--- config.mk ---
export PLATFORM = sky130hd
export DESIGN_NAME = rdseq_guard
export DESIGN_NICKNAME = d
export VERILOG_FILES = /design/src/rtl/rdseq_pkg.sv /design/src/rtl/rdseq_sync.sv /design/src/rtl/rdseq_cycle.sv /design/src/rtl/rdseq_fsm.sv /design/src/rtl/rdseq_guard.sv
export SDC_FILE = /design/constraint.sdc
export NUM_CORES = 1
export LEC_CHECK = 0
export ABC_CLOCK_PERIOD_IN_PS = 2500
export BUFFER_PORTS_ARGS = -buffer_cell sky130_fd_sc_hd__clkbuf_2
export CAP_MARGIN = 20
export CORE_UTILIZATION = 51
export DETAILED_ROUTE_END_ITERATION = 12
export PLACE_DENSITY = 0.74
export SLEW_MARGIN = 20
export SYNTH_ARGS = -nofsm -noshare
export SYNTH_HDL_FRONTEND = slang
export SYNTH_SLANG_ARGS = --single-unit
--- constraint.sdc ---
create_clock -name clk -period 2.5 [get_ports clk]
set_clock_uncertainty 0.15 [all_clocks]
set_input_delay 0.5 -clock clk [delete_from_list [all_inputs] [get_ports clk]]
set_output_delay 0.5 -clock clk [all_outputs]
set_load 0.01 [all_outputs]
--- src/rtl/rdseq_pkg.sv ---
package rdseq_pkg;
    localparam int ADDR_W  = 19;
    localparam int KEY_LEN = 7;
    localparam int STEP_W  = $clog2(KEY_LEN);

    typedef enum logic [STEP_W-1:0] {
        ST_IDLE = 3'd0,
        ST_M1   = 3'd1,
        ST_M2   = 3'd2,
        ST_M3   = 3'd3,
        ST_M4   = 3'd4,
        ST_M5   = 3'd5,
        ST_M6   = 3'd6
    } seq_st_e;

    localparam logic [ADDR_W-1:0] KEY_UNLOCK_LAST = 19'h0041A;
    localparam logic [ADDR_W-1:0] KEY_LOCK_LAST   = 19'h0040A;

    // shared prefix of both sequences, step index 0..5
    function automatic logic [ADDR_W-1:0] key_prefix(input logic [STEP_W-1:0] idx);
        logic [ADDR_W-1:0] a;
        case (idx)
            3'd0:    a = 19'h01823;
            3'd1:    a = 19'h01820;
            3'd2:    a = 19'h01822;
            3'd3:    a = 19'h00418;
            3'd4:    a = 19'h0041B;
            3'd5:    a = 19'h00419;
            default: a = '1;
        endcase
        return a;
    endfunction
endpackage

--- src/rtl/rdseq_sync.sv ---
module rdseq_sync #(
    parameter int          W       = 1,
    parameter int          STAGES  = 2,
    parameter logic [W-1:0] RST_VAL = '0
) (
    input  logic         clk,
    input  logic         rst_n,
    input  logic [W-1:0] d_i,
    output logic [W-1:0] q_o
);
    logic [W-1:0] chain [STAGES];

    for (genvar s = 0; s < STAGES; s++) begin : g_stage
        always_ff @(posedge clk or negedge rst_n) begin
            if (!rst_n) begin
                chain[s] <= RST_VAL;
            end else begin
                if (s == 0) chain[s] <= d_i;
                else        chain[s] <= chain[(s == 0) ? 0 : s-1];
            end
        end
    end

    assign q_o = chain[STAGES-1];
endmodule

--- src/rtl/rdseq_cycle.sv ---
module rdseq_cycle
    import rdseq_pkg::*;
(
    input  logic              clk,
    input  logic              rst_n,
    input  logic              csn_s,
    input  logic              oen_s,
    input  logic              wen_s,
    input  logic [ADDR_W-1:0] addr_s,
    output logic              rd_end_o,
    output logic              wr_act_o,
    output logic [ADDR_W-1:0] rd_addr_o
);
    logic rd_act;
    logic rd_act_q;
    logic [ADDR_W-1:0] addr_hold;

    assign rd_act = ~csn_s & ~oen_s;

    always_ff @(posedge clk or negedge rst_n) begin
        if (!rst_n) begin
            rd_act_q  <= 1'b0;
            addr_hold <= '0;
        end else begin
            rd_act_q <= rd_act;
            if (rd_act) addr_hold <= addr_s;
        end
    end

    assign rd_end_o  = rd_act_q & ~rd_act;
    assign wr_act_o  = ~csn_s & ~wen_s & oen_s;
    assign rd_addr_o = addr_hold;
endmodule

--- src/rtl/rdseq_fsm.sv ---
module rdseq_fsm
    import rdseq_pkg::*;
(
    input  logic              clk,
    input  logic              rst_n,
    input  logic              rd_end_i,
    input  logic              wr_act_i,
    input  logic [ADDR_W-1:0] rd_addr_i,
    output logic              lock_o,
    output logic [STEP_W-1:0] step_o
);
    seq_st_e st_q, st_d;
    logic    set_lock, clr_lock;
    logic    is_first;

    assign is_first = (rd_addr_i == key_prefix(3'd0));

    // state register
    always_ff @(posedge clk or negedge rst_n) begin
        if (!rst_n) st_q <= ST_IDLE;
        else        st_q <= st_d;
    end

    // next state
    always_comb begin
        st_d     = st_q;
        set_lock = 1'b0;
        clr_lock = 1'b0;
        if (rd_end_i) begin
            unique case (st_q)
                ST_IDLE, ST_M1, ST_M2, ST_M3, ST_M4, ST_M5: begin
                    if (rd_addr_i == key_prefix(st_q)) st_d = seq_st_e'(st_q + 3'd1); // ADVANCE
                    else if (is_first)                   st_d = ST_M1;                  // RESTART
                    else                                 st_d = ST_IDLE;                // DROP
                end
                ST_M6: begin
                    if (rd_addr_i == KEY_UNLOCK_LAST) begin                             // COMMIT
                        clr_lock = 1'b1;
                        st_d     = ST_IDLE;
                    end else if (rd_addr_i == KEY_LOCK_LAST) begin                      // COMMIT
                        set_lock = 1'b1;
                        st_d     = ST_IDLE;
                    end else if (is_first) begin
                        st_d = ST_M1;                                                   // RESTART
                    end else begin
                        st_d = ST_IDLE;                                                 // DROP
                    end
                end
                default: st_d = ST_IDLE;
            endcase
        end
        if (wr_act_i) st_d = ST_IDLE;                                                   // CANCEL
    end

    // outputs
    always_ff @(posedge clk or negedge rst_n) begin
        if (!rst_n)        lock_o <= 1'b1;
        else if (set_lock) lock_o <= 1'b1;
        else if (clr_lock) lock_o <= 1'b0;
    end

    assign step_o = st_q;
endmodule

--- src/rtl/rdseq_guard.sv ---
module rdseq_guard
    import rdseq_pkg::*;
#(
    parameter int SYNC_STAGES = 2
) (
    input  logic              clk,
    input  logic              rst_n,
    input  logic              csn_i,
    input  logic              oen_i,
    input  logic              wen_i,
    input  logic [ADDR_W-1:0] addr_i,
    output logic              lock_o,
    output logic [STEP_W-1:0] step_o
);
    localparam int BUS_W = ADDR_W + 3;

    logic [BUS_W-1:0] bus_raw, bus_s;
    logic             rd_end, wr_act;
    logic [ADDR_W-1:0] rd_addr;

    assign bus_raw = {csn_i, oen_i, wen_i, addr_i};

    rdseq_sync #(
        .W       (BUS_W),
        .STAGES  (SYNC_STAGES),
        .RST_VAL ({3'b111, {ADDR_W{1'b0}}})
    ) u_sync (
        .clk   (clk),
        .rst_n (rst_n),
        .d_i   (bus_raw),
        .q_o   (bus_s)
    );

    rdseq_cycle u_cycle (
        .clk       (clk),
        .rst_n     (rst_n),
        .csn_s     (bus_s[BUS_W-1]),
        .oen_s     (bus_s[BUS_W-2]),
        .wen_s     (bus_s[BUS_W-3]),
        .addr_s    (bus_s[ADDR_W-1:0]),
        .rd_end_o  (rd_end),
        .wr_act_o  (wr_act),
        .rd_addr_o (rd_addr)
    );

    rdseq_fsm u_fsm (
        .clk       (clk),
        .rst_n     (rst_n),
        .rd_end_i  (rd_end),
        .wr_act_i  (wr_act),
        .rd_addr_i (rd_addr),
        .lock_o    (lock_o),
        .step_o    (step_o)
    );
endmodule

==> impl_metrics.json <==
{
  "viasPerCell": 5.44,
  "period_share_pct": 104,
  "drive_gt1_share_pct": 48.6,
  "path_common_cell": "ha_4",
  "utilization_pct": 67.1,
  "synth_ff_type": "dfrtp_1",
  "leakage_nw": 1.31,
  "path_clk_slew_ns": 0.07,
  "grt.overflow.total": 0,
  "finalSetupViolCount": 2,
  "first_iter_violations": 69,
  "ant_nets": 0,
  "dp_hpwl_um": 2930,
  "numCtsBuffers": 9,
  "synth-seq-cells": 68,
  "status": "finished with violations",
  "grt_max_degree": 40,
  "layout_common_cells": "dfrtp_1 (59), clkbuf_2 (27), mux2_2 (19)",
  "syn_nets": 186,
  "clk_latency_ns": 0.33,
  "synth_edf_count": 0,
  "num_rows": 24,
  "cp-end-kind": "flop",
  "tightestPinTransition_ns": 0.770,
  "insertedDiodeCount": 0,
  "p_clk_share_pct": 33.6,
  "reg2reg_depth": 10,
  "power_mw": 2.10,
  "path_depth": 10,
  "fmax_mhz": 384,
  "cp_max_fo": 4,
  "violations": "setup timing",
  "drc": 0,
  "antenna_found_initial": 0,
  "ctsHtreeMaxLevel": 3,
  "combPwrFrac_pct": 7.4,
  "fillCellCount": 314,
  "switching_power_mw": 0.468,
  "timing.rr.start": "u_fsm.step_o[0]",
  "drv_slew": 0,
  "hp-class": "in2async",
  "cpLargestDelayFamily": "compound AO/OA/AOI/OAI gates",
  "path_cells": "ha_4 -> ha_4 -> or3_4 -> o21ai_2 -> mux2_4 -> a2111o_1 -> buf_4 -> buf_6 -> nor3_4 -> a22o_1",
  "avgRoutedWirePerCell_um": 15.2,
  "worstPathRequired_ns": 2.62,
  "seq_power_share_pct": 59.0,
  "max-slew-margin-rel_pct": 48.7,
  "grt_pass1_vias": 1491,
  "syn_avg_cell_area_sq_um": 15.3,
  "numPortBuffers": 27,
  "gp_congestion": 0.838,
  "ir_drop_uv": 500,
  "seq_area_frac_synth_pct": 71.1,
  "synth_area_sq_mm": 0.00241,
  "cts_max_path_buffers": 2,
  "synth_top_area_share_pct": 63.4,
  "ios": 28,
  "via_count": 1447,
  "max-cap-violations": 0,
  "critPathSlowestCell": "dfrtp_2",
  "final_common_cell": "dfrtp_1",
  "cts_root_buffer": "clkbuf_8",
  "crit_buf_inv": 2,
  "coreArea_sq_mm": 0.00444,
  "critPathKind": "reg2reg",
  "hold_viol": 0,
  "p_int_mw": 1.63,
  "initial_utilization_pct": 54.1,
  "p_sw_share_pct": 22.3,
  "synth-async-reset-ratio_pct": 100,
  "synth_area_leaders": "dfrtp_1 (63%), mux2_2 (9.4%), dfstp_2 (7.6%)",
  "cts_tree": "yes",
  "first_pass_iters": 4,
  "die_x_um": 70.7,
  "nNetsFinal": 238,
  "crit_start": "u_fsm.step_o[0]",
  "rsz0062_at_grt": "true",
  "start_kind": "flop",
  "grt_pass1_wl_um": 6910,
  "die_area_sq_mm": 0.00500,
  "die_y_um": 70.7,
  "totalWireLength_um": 4040,
  "cp.arrival_ns": 2.72,
  "critPathMaxStageDelay_ns": 0.46,
  "tns_ns": -0.215,
  "syn_inst": 157,
  "clock_sinks": 68,
  "yosysTopAreaCell": "dfrtp_1",
  "ys_warn_count": 0,
  "synth.distinct_cells": 38,
  "power_density_mw_per_mm2": 704,
  "setup_slack_ns": -0.108,
  "track_usage_pct": 18.8,
  "post-route-min-period_ns": 2.61,
  "syn_to_final_growth_pct": 23.9
}
==> repair_timing <==
action,CTS,global route
hold buffers,0,0
setup endpoints to repair,3,2
buffers inserted,1,1
pin swaps,6,3
gates cloned,0,0
gates resized for setup,8,3
hold endpoints to repair,0,0
==> area by class of cell <==
| type | instances | area (sq um) | share of cell area [%] |
|---|---|---|---|
| Clock buffer | 13 | 139 | 4.66 |
| Inverter | 3 | 11.3 | 0.378 |
| Tap cell | 52 | 65.1 | 2.18 |
| Sequential cell | 68 | 1710 | 57.4 |
| Clock inverter | 3 | 15.0 | 0.504 |
| Timing Repair Buffer | 44 | 279 | 9.36 |
| Multi-Input combinational cell | 83 | 759 | 25.5 |
==> cell usage after synthesis (2+ instances only) <==
cell type,count
inv_1,3
nor3_1,4
a21oi_1,2
nor2b_1,2
or3_1,3
o41ai_1,2
or4_2,2
xnor2_1,2
dfstp_2,7
o21ai_0,2
mux2_2,20
o211ai_1,2
dfrtp_1,61
ha_1,5
nor2_1,5
nand2_1,3
nand4_1,3
or2_2,3
or4_1,3
nand3_1,4
clkbuf_1,2
==> per-layer routing <==
| layer | vias up | GRT usage [%] | part of all wire, % |
|---|---|---|---|
| met4 | 0 | 9.11 | 1.8 |
| met2 | 43 | 30.7 | 52 |
| met5 | - | 0 | 0 |
| li1 | 666 | - | - |
| met1 | 729 | 22.8 | 41 |
| met3 | 9 | 6.27 | 4.6 |
==> through the flow <==
| step | instance area, sq um | cells | setup slack (ns) | hold WS [ns] |
|---|---|---|---|---|
| 2_1_floorplan | 2450 | 157 | -0.155 | 0.0544 |
| 3_3_place_gp | 2770 | 249 | -0.102 | 0.181 |
| 3_5_place_dp | 2770 | 249 | -0.180 | 0.186 |
| 4_1_cts | 2960 | 265 | -0.164 | 0.0838 |
| 5_1_grt | 2980 | 266 | -0.209 | 0.0830 |
| 6_report | 2980 | 266 | -0.108 | 0.0906 |
==> registers in the layout, summed over array words and instances (netlist names) <==
register / flops
u_sync.chain: 22
u_sync.q_o: 22
u_cycle.rd_addr_o: 19
u_fsm.step_o: 3
u_cycle.rd_act_q: 1
u_fsm.lock_o: 1
==> power groups by stage <==
stage | sequential, mW | combinational (mW) | clock (mW)
floorplan | 1.24 | 0.0832 | 0
global placement | 1.25 | 0.148 | 0
detailed placement | 1.26 | 0.156 | 0
CTS | 1.24 | 0.158 | 0.733
global route | 1.25 | 0.173 | 0.774
finish | 1.24 | 0.156 | 0.706
==> final timing paths <==
check | to | slack (ns)
worst max-delay path | u_fsm.step_o[1] | -0.11
worst max register to register | u_fsm.step_o[1] | -0.11
worst min register to register | u_sync.q_o[12] | 0.20
worst min-delay path | u_fsm.step_o[1] | 0.09
min in group clk | u_sync.chain[41] | 0.11
max in group asynchronous | u_cycle.rd_addr_o[18] | 1.46
==> logic make-up (layout without fill, tap and decap cells) <==
family,after synthesis,in the layout,share of synthesized area (%)
simple gates,39,39,10.0
compound gates,16,16,4.79
xor+xnor,2,2,0.728
flops,68,68,71.1
mux,21,21,9.78
fa+ha+maj,5,5,2.60
buf+inv,6,63,0.988
No activity file was read; power rests on OpenSTA's default activity.
